`config.mk`:
```
export PLATFORM = sky130hd
export DESIGN_NAME = gpio_split
export DESIGN_NICKNAME = d
export VERILOG_FILES = /design/src/rtl/gpio_split_pkg.sv /design/src/rtl/gpio_sync.sv /design/src/rtl/gpio_regfile.sv /design/src/rtl/gpio_edge.sv /design/src/rtl/gpio_split.sv
export SDC_FILE = /design/constraint.sdc
export NUM_CORES = 1
export LEC_CHECK = 0
export BUFFER_PORTS_ARGS = -buffer_cell sky130_fd_sc_hd__buf_2
export CAP_MARGIN = 10
export CORE_UTILIZATION = 60
export CTS_BUF_LIST = sky130_fd_sc_hd__clkbuf_8
export CTS_CLUSTER_DIAMETER = 80
export DETAILED_ROUTE_END_ITERATION = 10
export PLACE_DENSITY = 0.82
export SYNTH_ARGS = -nofsm -noshare
export SYNTH_HDL_FRONTEND = slang
export SYNTH_HIERARCHICAL = 1
export SYNTH_SLANG_ARGS = --single-unit
export TNS_END_PERCENT = 30
```
`constraint.sdc`:
```
create_clock -name clk -period 7.15 [get_ports clk]
set_input_delay 1.43 -clock clk [delete_from_list [all_inputs] [get_ports clk]]
set_output_delay 1.43 -clock clk [all_outputs]
set_load 0.005 [all_outputs]
```
`src/rtl/gpio_split_pkg.sv`:
```
package gpio_split_pkg;
  localparam int ADDR_W = 12;

  localparam logic [ADDR_W-1:0] OFF_OE   = 12'h008;
  localparam logic [ADDR_W-1:0] OFF_OUT  = 12'h00C;
  localparam logic [ADDR_W-1:0] OFF_IN   = 12'h010;
  localparam logic [ADDR_W-1:0] OFF_FEN  = 12'h014;
  localparam logic [ADDR_W-1:0] OFF_REN  = 12'h018;
  localparam logic [ADDR_W-1:0] OFF_STAT = 12'h020;
  localparam logic [ADDR_W-1:0] HI_STEP  = 12'h500;

  typedef enum logic [2:0] {
    SEL_NONE, SEL_OE, SEL_OUT, SEL_IN, SEL_FEN, SEL_REN, SEL_STAT
  } reg_sel_e;

  typedef struct packed {
    reg_sel_e sel;
    logic     hi;
  } dec_t;

  function automatic dec_t decode(input logic [ADDR_W-1:0] a);
    dec_t d;
    d.hi  = 1'b0;
    d.sel = SEL_NONE;
    if      (a == OFF_OE)             d.sel = SEL_OE;
    else if (a == OFF_OUT)            d.sel = SEL_OUT;
    else if (a == OFF_IN)             d.sel = SEL_IN;
    else if (a == OFF_FEN)            d.sel = SEL_FEN;
    else if (a == OFF_REN)            d.sel = SEL_REN;
    else if (a == OFF_STAT)           d.sel = SEL_STAT;
    else if (a == OFF_OE   + HI_STEP) begin d.sel = SEL_OE;   d.hi = 1'b1; end
    else if (a == OFF_OUT  + HI_STEP) begin d.sel = SEL_OUT;  d.hi = 1'b1; end
    else if (a == OFF_IN   + HI_STEP) begin d.sel = SEL_IN;   d.hi = 1'b1; end
    else if (a == OFF_FEN  + HI_STEP) begin d.sel = SEL_FEN;  d.hi = 1'b1; end
    else if (a == OFF_REN  + HI_STEP) begin d.sel = SEL_REN;  d.hi = 1'b1; end
    else if (a == OFF_STAT + HI_STEP) begin d.sel = SEL_STAT; d.hi = 1'b1; end
    return d;
  endfunction
endpackage

```
`src/rtl/gpio_sync.sv`:
```
module gpio_sync #(
  parameter int W      = 32,
  parameter int STAGES = 2
) (
  input  logic         clk,
  input  logic         rst,
  input  logic [W-1:0] d,
  output logic [W-1:0] lvl,
  output logic [W-1:0] prev
);
  logic [W-1:0] st [STAGES];

  for (genvar i = 0; i < STAGES; i++) begin : g_stage
    always_ff @(posedge clk) begin
      if (rst) st[i] <= '1;
      else if (i == 0) st[i] <= d;
      else st[i] <= st[(i == 0) ? 0 : i-1];
    end
  end

  always_ff @(posedge clk) begin
    if (rst) prev <= '1;
    else prev <= st[STAGES-1];
  end

  assign lvl = st[STAGES-1];
endmodule

```
`src/rtl/gpio_regfile.sv`:
```
module gpio_regfile #(
  parameter int HALF_W = 16,
  parameter int NREG   = 4
) (
  input  logic              clk,
  input  logic              rst,
  input  logic [NREG-1:0]   wr_lo,
  input  logic [NREG-1:0]   wr_hi,
  input  logic [HALF_W-1:0] wdata,
  output logic [2*HALF_W-1:0] q [NREG]
);
  for (genvar r = 0; r < NREG; r++) begin : g_reg
    always_ff @(posedge clk) begin
      if (rst) q[r] <= '0;
      else begin
        if (wr_lo[r]) q[r][HALF_W-1:0]        <= wdata;
        if (wr_hi[r]) q[r][2*HALF_W-1:HALF_W] <= wdata;
      end
    end
  end
endmodule

```
`src/rtl/gpio_edge.sv`:
```
module gpio_edge #(
  parameter int W = 32
) (
  input  logic         clk,
  input  logic         rst,
  input  logic [W-1:0] lvl,
  input  logic [W-1:0] prev,
  input  logic [W-1:0] rise_en,
  input  logic [W-1:0] fall_en,
  input  logic [W-1:0] clr_mask,
  output logic [W-1:0] qual,
  output logic [W-1:0] stat,
  output logic         irq
);
  logic [W-1:0] stat_nx;

  assign qual    = (lvl & ~prev & rise_en) | (~lvl & prev & fall_en);
  assign stat_nx = (stat & ~clr_mask) | qual;

  always_ff @(posedge clk) begin
    if (rst) begin
      stat <= '0;
      irq  <= 1'b0;
    end else begin
      stat <= stat_nx;
      irq  <= |stat_nx;
    end
  end
endmodule

```
`src/rtl/gpio_split.sv`:
```
module gpio_split
  import gpio_split_pkg::*;
#(
  parameter int HALF_W       = 16,
  parameter int SYNC_STAGES  = 2,
  parameter int SER_DATA_BIT = 29,
  parameter int SER_CLK_BIT  = 30
) (
  input  logic                clk,
  input  logic                rst,
  input  logic                wr_en,
  input  logic                rd_en,
  input  logic [ADDR_W-1:0]   addr,
  input  logic [HALF_W-1:0]   wdata,
  output logic [HALF_W-1:0]   rdata,
  input  logic [2*HALF_W-1:0] pins_in,
  output logic [2*HALF_W-1:0] pins_out,
  output logic [2*HALF_W-1:0] pins_oe,
  output logic                irq,
  output logic                ser_data,
  output logic                ser_clk
);
  localparam int W      = 2*HALF_W;
  localparam int NREG   = 4;
  localparam int IX_OE  = 0;
  localparam int IX_OUT = 1;
  localparam int IX_FEN = 2;
  localparam int IX_REN = 3;

  dec_t dec;
  assign dec = decode(addr);

  logic [NREG-1:0] wr_bit, wr_lo, wr_hi;
  logic [W-1:0]    regq [NREG];
  logic [W-1:0]    lvl_w, prev_w, qual_w, stat_w, clr_w;

  always_comb begin
    wr_bit = '0;
    case (dec.sel)
      SEL_OE:  wr_bit[IX_OE]  = 1'b1;
      SEL_OUT: wr_bit[IX_OUT] = 1'b1;
      SEL_FEN: wr_bit[IX_FEN] = 1'b1;
      SEL_REN: wr_bit[IX_REN] = 1'b1;
      default: wr_bit = '0;
    endcase
  end

  assign wr_lo = (wr_en && !dec.hi) ? wr_bit : '0;
  assign wr_hi = (wr_en &&  dec.hi) ? wr_bit : '0;

  always_comb begin
    clr_w = '0;
    if (wr_en && dec.sel == SEL_STAT) begin
      if (dec.hi) clr_w[W-1:HALF_W] = wdata;
      else        clr_w[HALF_W-1:0] = wdata;
    end
  end

  gpio_regfile #(.HALF_W(HALF_W), .NREG(NREG)) u_regs (
    .clk(clk), .rst(rst), .wr_lo(wr_lo), .wr_hi(wr_hi),
    .wdata(wdata), .q(regq)
  );

  gpio_sync #(.W(W), .STAGES(SYNC_STAGES)) u_sync (
    .clk(clk), .rst(rst), .d(pins_in), .lvl(lvl_w), .prev(prev_w)
  );

  gpio_edge #(.W(W)) u_edge (
    .clk(clk), .rst(rst), .lvl(lvl_w), .prev(prev_w),
    .rise_en(regq[IX_REN]), .fall_en(regq[IX_FEN]), .clr_mask(clr_w),
    .qual(qual_w), .stat(stat_w), .irq(irq)
  );

  logic [W-1:0] rd_full;
  always_comb begin
    case (dec.sel)
      SEL_OE:   rd_full = regq[IX_OE];
      SEL_OUT:  rd_full = regq[IX_OUT];
      SEL_IN:   rd_full = lvl_w;
      SEL_FEN:  rd_full = regq[IX_FEN];
      SEL_REN:  rd_full = regq[IX_REN];
      SEL_STAT: rd_full = stat_w;
      default:  rd_full = '0;
    endcase
  end

  always_ff @(posedge clk) begin
    if (rst)        rdata <= '0;
    else if (rd_en) rdata <= dec.hi ? rd_full[W-1:HALF_W] : rd_full[HALF_W-1:0];
    else            rdata <= '0;
  end

  always_ff @(posedge clk) begin
    if (rst) begin
      ser_data <= 1'b0;
      ser_clk  <= 1'b0;
    end else if (wr_hi[IX_OUT]) begin
      ser_data <= wdata[SER_DATA_BIT-HALF_W];
      ser_clk  <= wdata[SER_CLK_BIT-HALF_W];
    end
  end

  assign pins_out = regq[IX_OUT];
  assign pins_oe  = regq[IX_OE];
endmodule

```
==> results of run 1 <==
==> path summary, 6_finish.rpt <==
check                                                   end  slack, ns  depth (start not counted)
worst max-delay path                  u_edge/irq$_SDFF_PP0_       2.20                         11
worst min-delay path            u_sync/st[1][26]$_SDFF_PP1_       0.39                          1
worst max register to register        u_edge/irq$_SDFF_PP0_       5.21                          5
worst min register to register  u_sync/st[1][26]$_SDFF_PP1_       0.39                          1
==> report_power, final <==
part	internal, mW	switching (mW)	leakage (nW)
logic	0.0369	0.0685	2.29
registers	1.55	0.0119	2.23
clock network	0.736	0.598	0.512
total	2.33	0.678	5.03
==> sequential cells by signal (all words and copies together) (netlist names) <==
signal,count
u_edge/stat,32
u_sync/st,64
rdata,16
u_regs/q,128
ser_data,1
u_edge/irq,1
u_sync/prev,32
ser_clk,1
==> cell usage in the layout, fill, tap and decap left out, types with 4 or more instances in the layout <==
master      n
a211oi_1    6
nand4_1     7
inv_1      31
a31o_1      8
clkbuf_8   56
or2_2      56
nand2b_1   21
mux2i_1   130
and2_1     35
nand3_1    40
a31oi_1    22
dfxtp_1   275
buf_4      15
or2_1      40
nor4_4      5
a22oi_1    30
nor4_1      5
buf_2     145
a21oi_1    28
a221oi_1   34
nor2b_2     4
nor3_1     12
o21ai_0    11
and3_1      5
nor2_1    150
nand3b_1   51
nand2_1    68
==> layout make-up <==
cell class                 instances  area, sq um  area share [%]
timing repair buffer             163        904.6           6.931
clock inverter                    21        113.9          0.8724
multi-input combinational        814         5376           41.19
clock buffer                      56        770.7           5.905
tap                              260        325.3           2.493
inverter                          14        52.55          0.4026
antenna                            1        2.502         0.01917
sequential                       275         5505           42.18
==> worst max-delay path: cells and delay by family <==
| kind | cells | cell delay [ns] |
|---|---|---|
| compound gates | 2 | 0.80 |
| simple gates | 8 | 3.00 |
| buf+inv | 1 | 0.11 |
==> metal layers <==
metal | part of all wire (%) | wire, microns | track usage [%]
met3 | 10 | 3231 | 7.609
met4 | 4.4 | 1390 | 16.30
met5 | 0.031 | 10 | 0
met2 | 45 | 14360 | 50.07
met1 | 40 | 12760 | 40.15
==> per-stage QoR <==
stage               hold slack (ns)  worst slack, ns  total power, mW
CTS                          0.3993            2.146            3.018
floorplan                    0.3832            2.940            1.669
global placement             0.3879            1.730            1.701
global route                 0.4100            2.041            3.101
finish                       0.3932            2.204            3.005
detailed placement           0.3871            1.665            1.703
==> impl_metrics.py, run 1 <==
metrics = {
    "route": {
        "vias_per_cell": 5.989,
        "final_antenna_net_count": 0,
        "detailed_route_iter0_violations": 1017,
        "drt_pass1_iterations": 6,
        "drt-total-wl_microns": 31750,
        "vias": 9607,
        "routed_wire_length_per_instance_microns": 19.79,
        "detail_route.drc_violations": 0,
    },
    "global_route": {
        "first_global_vias": 9046,
        "grt_antenna_before_repair": 1,
        "grt_usage_pct": 31.59,
        "grt_first_pass_wirelength_microns": 48580,
        "grt_start_max_net_pins": 101,
        "gr-total-overflow": 0,
    },
    "placement": {
        "placement.cell_area_sq_um": 12110,
        "io_buffers": 146,
        "place_congestion": 0.9957,
        "hpwl_microns": 20360,
        "placed_cells_incl_taps": 1524,
    },
    "yosys": {
        "synth_area_per_inst_sq_um": 9.717,
        "total_standard_cell_area_after_synthesis_sq_um": 11580,
        "yosys_warnings": 6,
        "number_of_nets_in_the_synthesized_netlist": 1256,
        "netlist_instances": 1192,
    },
    "timing": {
        "post-route-period-util_pct": 69.18,
        "clock.fmax_ghz": 0.2022,
        "grt_setup_unrepaired": "false",
        "worstMarginPinSlew_ns": 1.328,
        "timing.slew.headroom_pct": 11.15,
        "setup_skew_after_layout_ns": 0.02037,
        "finalMaxSlewViolations": 0,
        "finalSetupViolCount": 0,
        "period_minus_slack_ns": 4.946,
        "timing.final.hold_violations": 0,
        "setup_total_negative_slack_ns": 0,
    },
    "die": {
        "die_height_microns": 140.9,
        "number_of_primary_i_o_pins": 147,
        "rows": 50,
        "chipWidth_microns": 140.9,
        "start_util_pct": 61.51,
        "core-area_sq_um": 18830,
        "dieArea_sq_um": 19860,
    },
    "setup_path": {
        "critPathMostFrequentCell": "nor4_4",
        "cp_max_fo": 16,
        "critical_path_class": "in2reg",
        "cp_slowest_stage_delay_ns": 0.75,
        "required_ns": 7.57,
        "crit_path_cell_trace": "buf_2, nor4_4, o211ai_2, nor4_4, and3_1, and2_1, nand2b_1, nand3_1, nor4_1, nand4_1, o41a_1",
        "origin_of_the_worst_setup_path": "addr[1]",
        "rr_startpoint": "u_sync/st[1][25]$_SDFF_PP1_",
        "cp_startpoint_kind": "primary input",
        "critical_path_arrival_ns": 5.37,
        "library_cell_contributing_the_largest_single_delay_on_the_critical_path": "nor4_4",
        "cp-end-kind": "register",
    },
    "clock_tree": {
        "cts_clock_pin_slew_for_the_worst_setup_and_hold_paths_ns": 0.06,
        "insertion_delay_ns": 0.55,
        "cts.hold.buffers_added": 0,
        "tritoncts_num_sinks": 275,
        "ctsLongestPathBuffers": 3,
        "cts.htree.levels": 2,
        "cts_made_buffers": 44,
        "cts-root-buf": "clkbuf_8",
        "post_cts.repair.setup_buffers": 0,
        "ctsResizeCount": 0,
        "cts_tree": "yes",
    },
    "power": {
        "power_per_cell_area_nw_per_um2": 230.3,
        "vdd_drop_max_uv": 152.3,
        "leak_pwr_nw": 5.031,
    },
    "final_layout": {
        "fillCellCount": 1419,
        "synthToLayoutAreaGrowth_pct": 12.68,
        "final_cell_utilization_of_the_core_pct": 69.31,
        "final_cell_count_no_fill": 1604,
        "final_design_area_no_fill_sq_um": 13050,
        "final_nets": 1376,
        "drive_above_1_share_pct": 22.71,
    },
    "hold_path": {
        "holdCritPathClass": "reg2reg",
        "hold_path_startpoint": "u_sync/st[0][26]$_SDFF_PP1_",
    },
    "run": {
        "max_cap_violations": 0,
    },
    "outcome": {
        "outcome": "completed",
    },
}
(Power assumes the default switching activity.)
==> run 2, diff against run 1 <==
--- a/config.mk
+++ b/config.mk
@@ -7,11 +7,11 @@
 export LEC_CHECK = 0
 export BUFFER_PORTS_ARGS = -buffer_cell sky130_fd_sc_hd__buf_2
 export CAP_MARGIN = 10
-export CORE_UTILIZATION = 60
+export CORE_UTILIZATION = 54
 export CTS_BUF_LIST = sky130_fd_sc_hd__clkbuf_8
 export CTS_CLUSTER_DIAMETER = 80
 export DETAILED_ROUTE_END_ITERATION = 10
-export PLACE_DENSITY = 0.82
+export PLACE_DENSITY = 0.78
 export SYNTH_ARGS = -nofsm -noshare
 export SYNTH_HDL_FRONTEND = slang
 export SYNTH_HIERARCHICAL = 1
==> constraint.sdc (replaced) <==
create_clock -name clk -period 4.5 [get_ports clk]
set_input_delay 0.9 -clock clk [delete_from_list [all_inputs] [get_ports clk]]
set_output_delay 0.9 -clock clk [all_outputs]
set_load 0.005 [all_outputs]
==> run 2 against run 1 <==
Wire length is 2.3% lower. Sequential cell count unchanged. Final area grew 0.40%. Critical path depth stayed put. Die area increased by 11%. First-iteration DRC count down 25%. Count of clock-buffer cells in the layout shrank 7. Register-to-register slack lost 2.7 ns. Final cell count increased by 1.9%. Global-route usage is 3.8 points lower. Largest cell class unchanged. Largest power group unchanged. Highest routed layer unchanged.
==> impl_metrics.py, run 2 (synthesis gave the netlist of run 1 again) <==
metrics = {
    "outcome": {
        "outcome": "completed",
    },
    "setup_path": {
        "r2r_setup_slack_ns": 2.55,
        "cp_startpoint_kind": "primary input",
        "register_to_register_path_depth": 5,
        "critical_path_class": "in2reg",
        "rr_startpoint": "u_sync/st[1][25]$_SDFF_PP1_",
        "critical_path_arrival_ns": 4.10,
        "required_ns": 4.94,
        "cp_max_fo": 15,
        "reg2reg_to": "u_edge/irq$_SDFF_PP0_",
        "cp-end-kind": "register",
    },
    "die": {
        "number_of_primary_i_o_pins": 147,
        "die_height_microns": 148.5,
        "rows": 53,
        "chipWidth_microns": 148.5,
        "start_util_pct": 55.10,
        "dieArea_sq_um": 22040,
        "core-area_sq_um": 21020,
    },
    "route": {
        "detail_route.drc_violations": 0,
        "routed_wire_length_per_instance_microns": 18.98,
        "vias": 9426,
        "drt_pass1_iterations": 5,
        "vias_per_cell": 5.769,
        "drt-total-wl_microns": 31020,
        "detailed_route_iter0_violations": 762,
        "final_antenna_net_count": 0,
    },
    "final_layout": {
        "drive_above_1_share_pct": 23.30,
        "final_nets": 1390,
        "biggestRegsByFlops": "u_regs/q (128), u_sync/st (64)",
        "largest_reg_flops": 128,
        "final_cell_count_no_fill": 1634,
        "most-common-layout-cells": "dfxtp_1, nor2_1, buf_2",
        "synthToLayoutAreaGrowth_pct": 13.14,
        "top_reg_by_flops": "u_regs/q",
        "final_common_cell": "dfxtp_1",
    },
    "clock_tree": {
        "cts_tree": "yes",
        "ctsLongestPathBuffers": 3,
        "cts-root-buf": "clkbuf_8",
        "cts_clock_pin_slew_for_the_worst_setup_and_hold_paths_ns": 0.06,
        "cts_made_buffers": 45,
        "ctsResizeCount": 0,
        "tritoncts_num_sinks": 275,
        "insertion_delay_ns": 0.56,
        "cts.htree.levels": 2,
        "post_cts.repair.setup_buffers": 0,
        "cts.hold.buffers_added": 0,
    },
    "global_route": {
        "grt_most_used_layer": "met2",
        "grt_first_pass_wirelength_microns": 47710,
        "grt_usage_pct": 27.82,
        "grt_use_met3_pct": 5.245,
        "gr-total-overflow": 0,
        "global_routing_met2_resource_utilization_pct": 44.49,
        "grt_antenna_before_repair": 2,
        "grt.met1_usage_pct": 36.75,
        "grt_start_max_net_pins": 130,
        "first_global_vias": 8699,
    },
    "timing": {
        "setup_skew_after_layout_ns": 0.01420,
        "timing.slew.headroom_pct": 34.89,
        "period_minus_slack_ns": 3.665,
        "finalSetupViolCount": 0,
        "post-route-period-util_pct": 81.45,
        "setup_total_negative_slack_ns": 0,
        "grt_setup_unrepaired": "false",
        "clock.fmax_ghz": 0.2728,
        "finalMaxSlewViolations": 0,
        "worstMarginPinSlew_ns": 0.9767,
        "timing.final.hold_violations": 0,
    },
    "placement": {
        "hpwl_microns": 20920,
        "placed_cells_incl_taps": 1554,
        "io_buffers": 146,
        "place_congestion": 0.9335,
    },
    "hold_path": {
        "hold_end": "u_sync/st[1][22]$_SDFF_PP1_",
        "worst_hold_path.num_cells": 1,
        "holdCritPathClass": "reg2reg",
        "hold_path_startpoint": "u_sync/st[0][22]$_SDFF_PP1_",
    },
    "run": {
        "max_cap_violations": 0,
    },
    "power": {
        "power_per_cell_area_nw_per_um2": 362.4,
        "vdd_drop_max_uv": 228.0,
        "leak_pwr_nw": 5.067,
        "p_total_mw": 4.749,
    },
}
## run 2: worst max-delay path, stage by stage
cell,delay [ns]
buf_2,0.17
o211a_1,0.28
o2111a_2,0.44
nor4_4,0.39
and3_1,0.35
and2_1,0.16
nand2b_1,0.11
nand3_1,0.08
nor4_1,0.51
nand4_1,0.24
o41a_1,0.46
## run 2: worst max-delay path by stage
| stage | slack (ns) | to | start | cells after the start |
|---|---|---|---|---|
| finish | 0.83 | u_edge/irq$_SDFF_PP0_ | addr[3] | 11 |
| global route | 0.75 | u_edge/irq$_SDFF_PP0_ | addr[3] | 11 |
| CTS | 0.96 | u_edge/irq$_SDFF_PP0_ | addr[3] | 11 |
| detailed placement | 0.37 | u_edge/irq$_SDFF_PP0_ | addr[3] | 11 |
| global placement | 0.42 | u_edge/irq$_SDFF_PP0_ | addr[3] | 11 |
| floorplan | 0.82 | u_edge/irq$_SDFF_PP0_ | addr[3] | 12 |
## run 2: layer usage
metal / up-vias / wire, microns
met5: - / 11
met3: 56 / 2302
met1: 4516 / 13300
met2: 419 / 14430
met4: 2 / 980
li1: 4433 / -
## run 2: through the flow
stage,cell area [sq um],worst slack [ns],util (%),hold WS [ns]
4_1_cts,13100,0.9623,62.30,0.3962
2_1_floorplan,11580,0.8198,-,0.3832
3_3_place_gp,12240,0.4180,58.22,0.3888
3_5_place_dp,12240,0.3695,58.22,0.3871
6_report,13100,0.8348,62.34,0.3962
5_1_grt,13100,0.7509,62.30,0.4166
## run 2: layout make-up
class	instances	area, sq um
Tap cell	275	344.1
Inverter	14	52.55
Antenna cell	3	7.507
Sequential cell	275	5505
Fill cell	1767	7918
Timing Repair Buffer	176	987.2
Clock buffer	49	674.4
Clock inverter	28	183.9
Multi-Input combinational cell	814	5349
## run 2: power by group
group / internal, mW / leakage (nW) / switching, mW
logic: 0.0607 / 2.33 / 0.107
registers: 2.47 / 2.23 / 0.0191
clock network: 1.12 / 0.503 / 0.972
total: 3.65 / 5.07 / 1.10
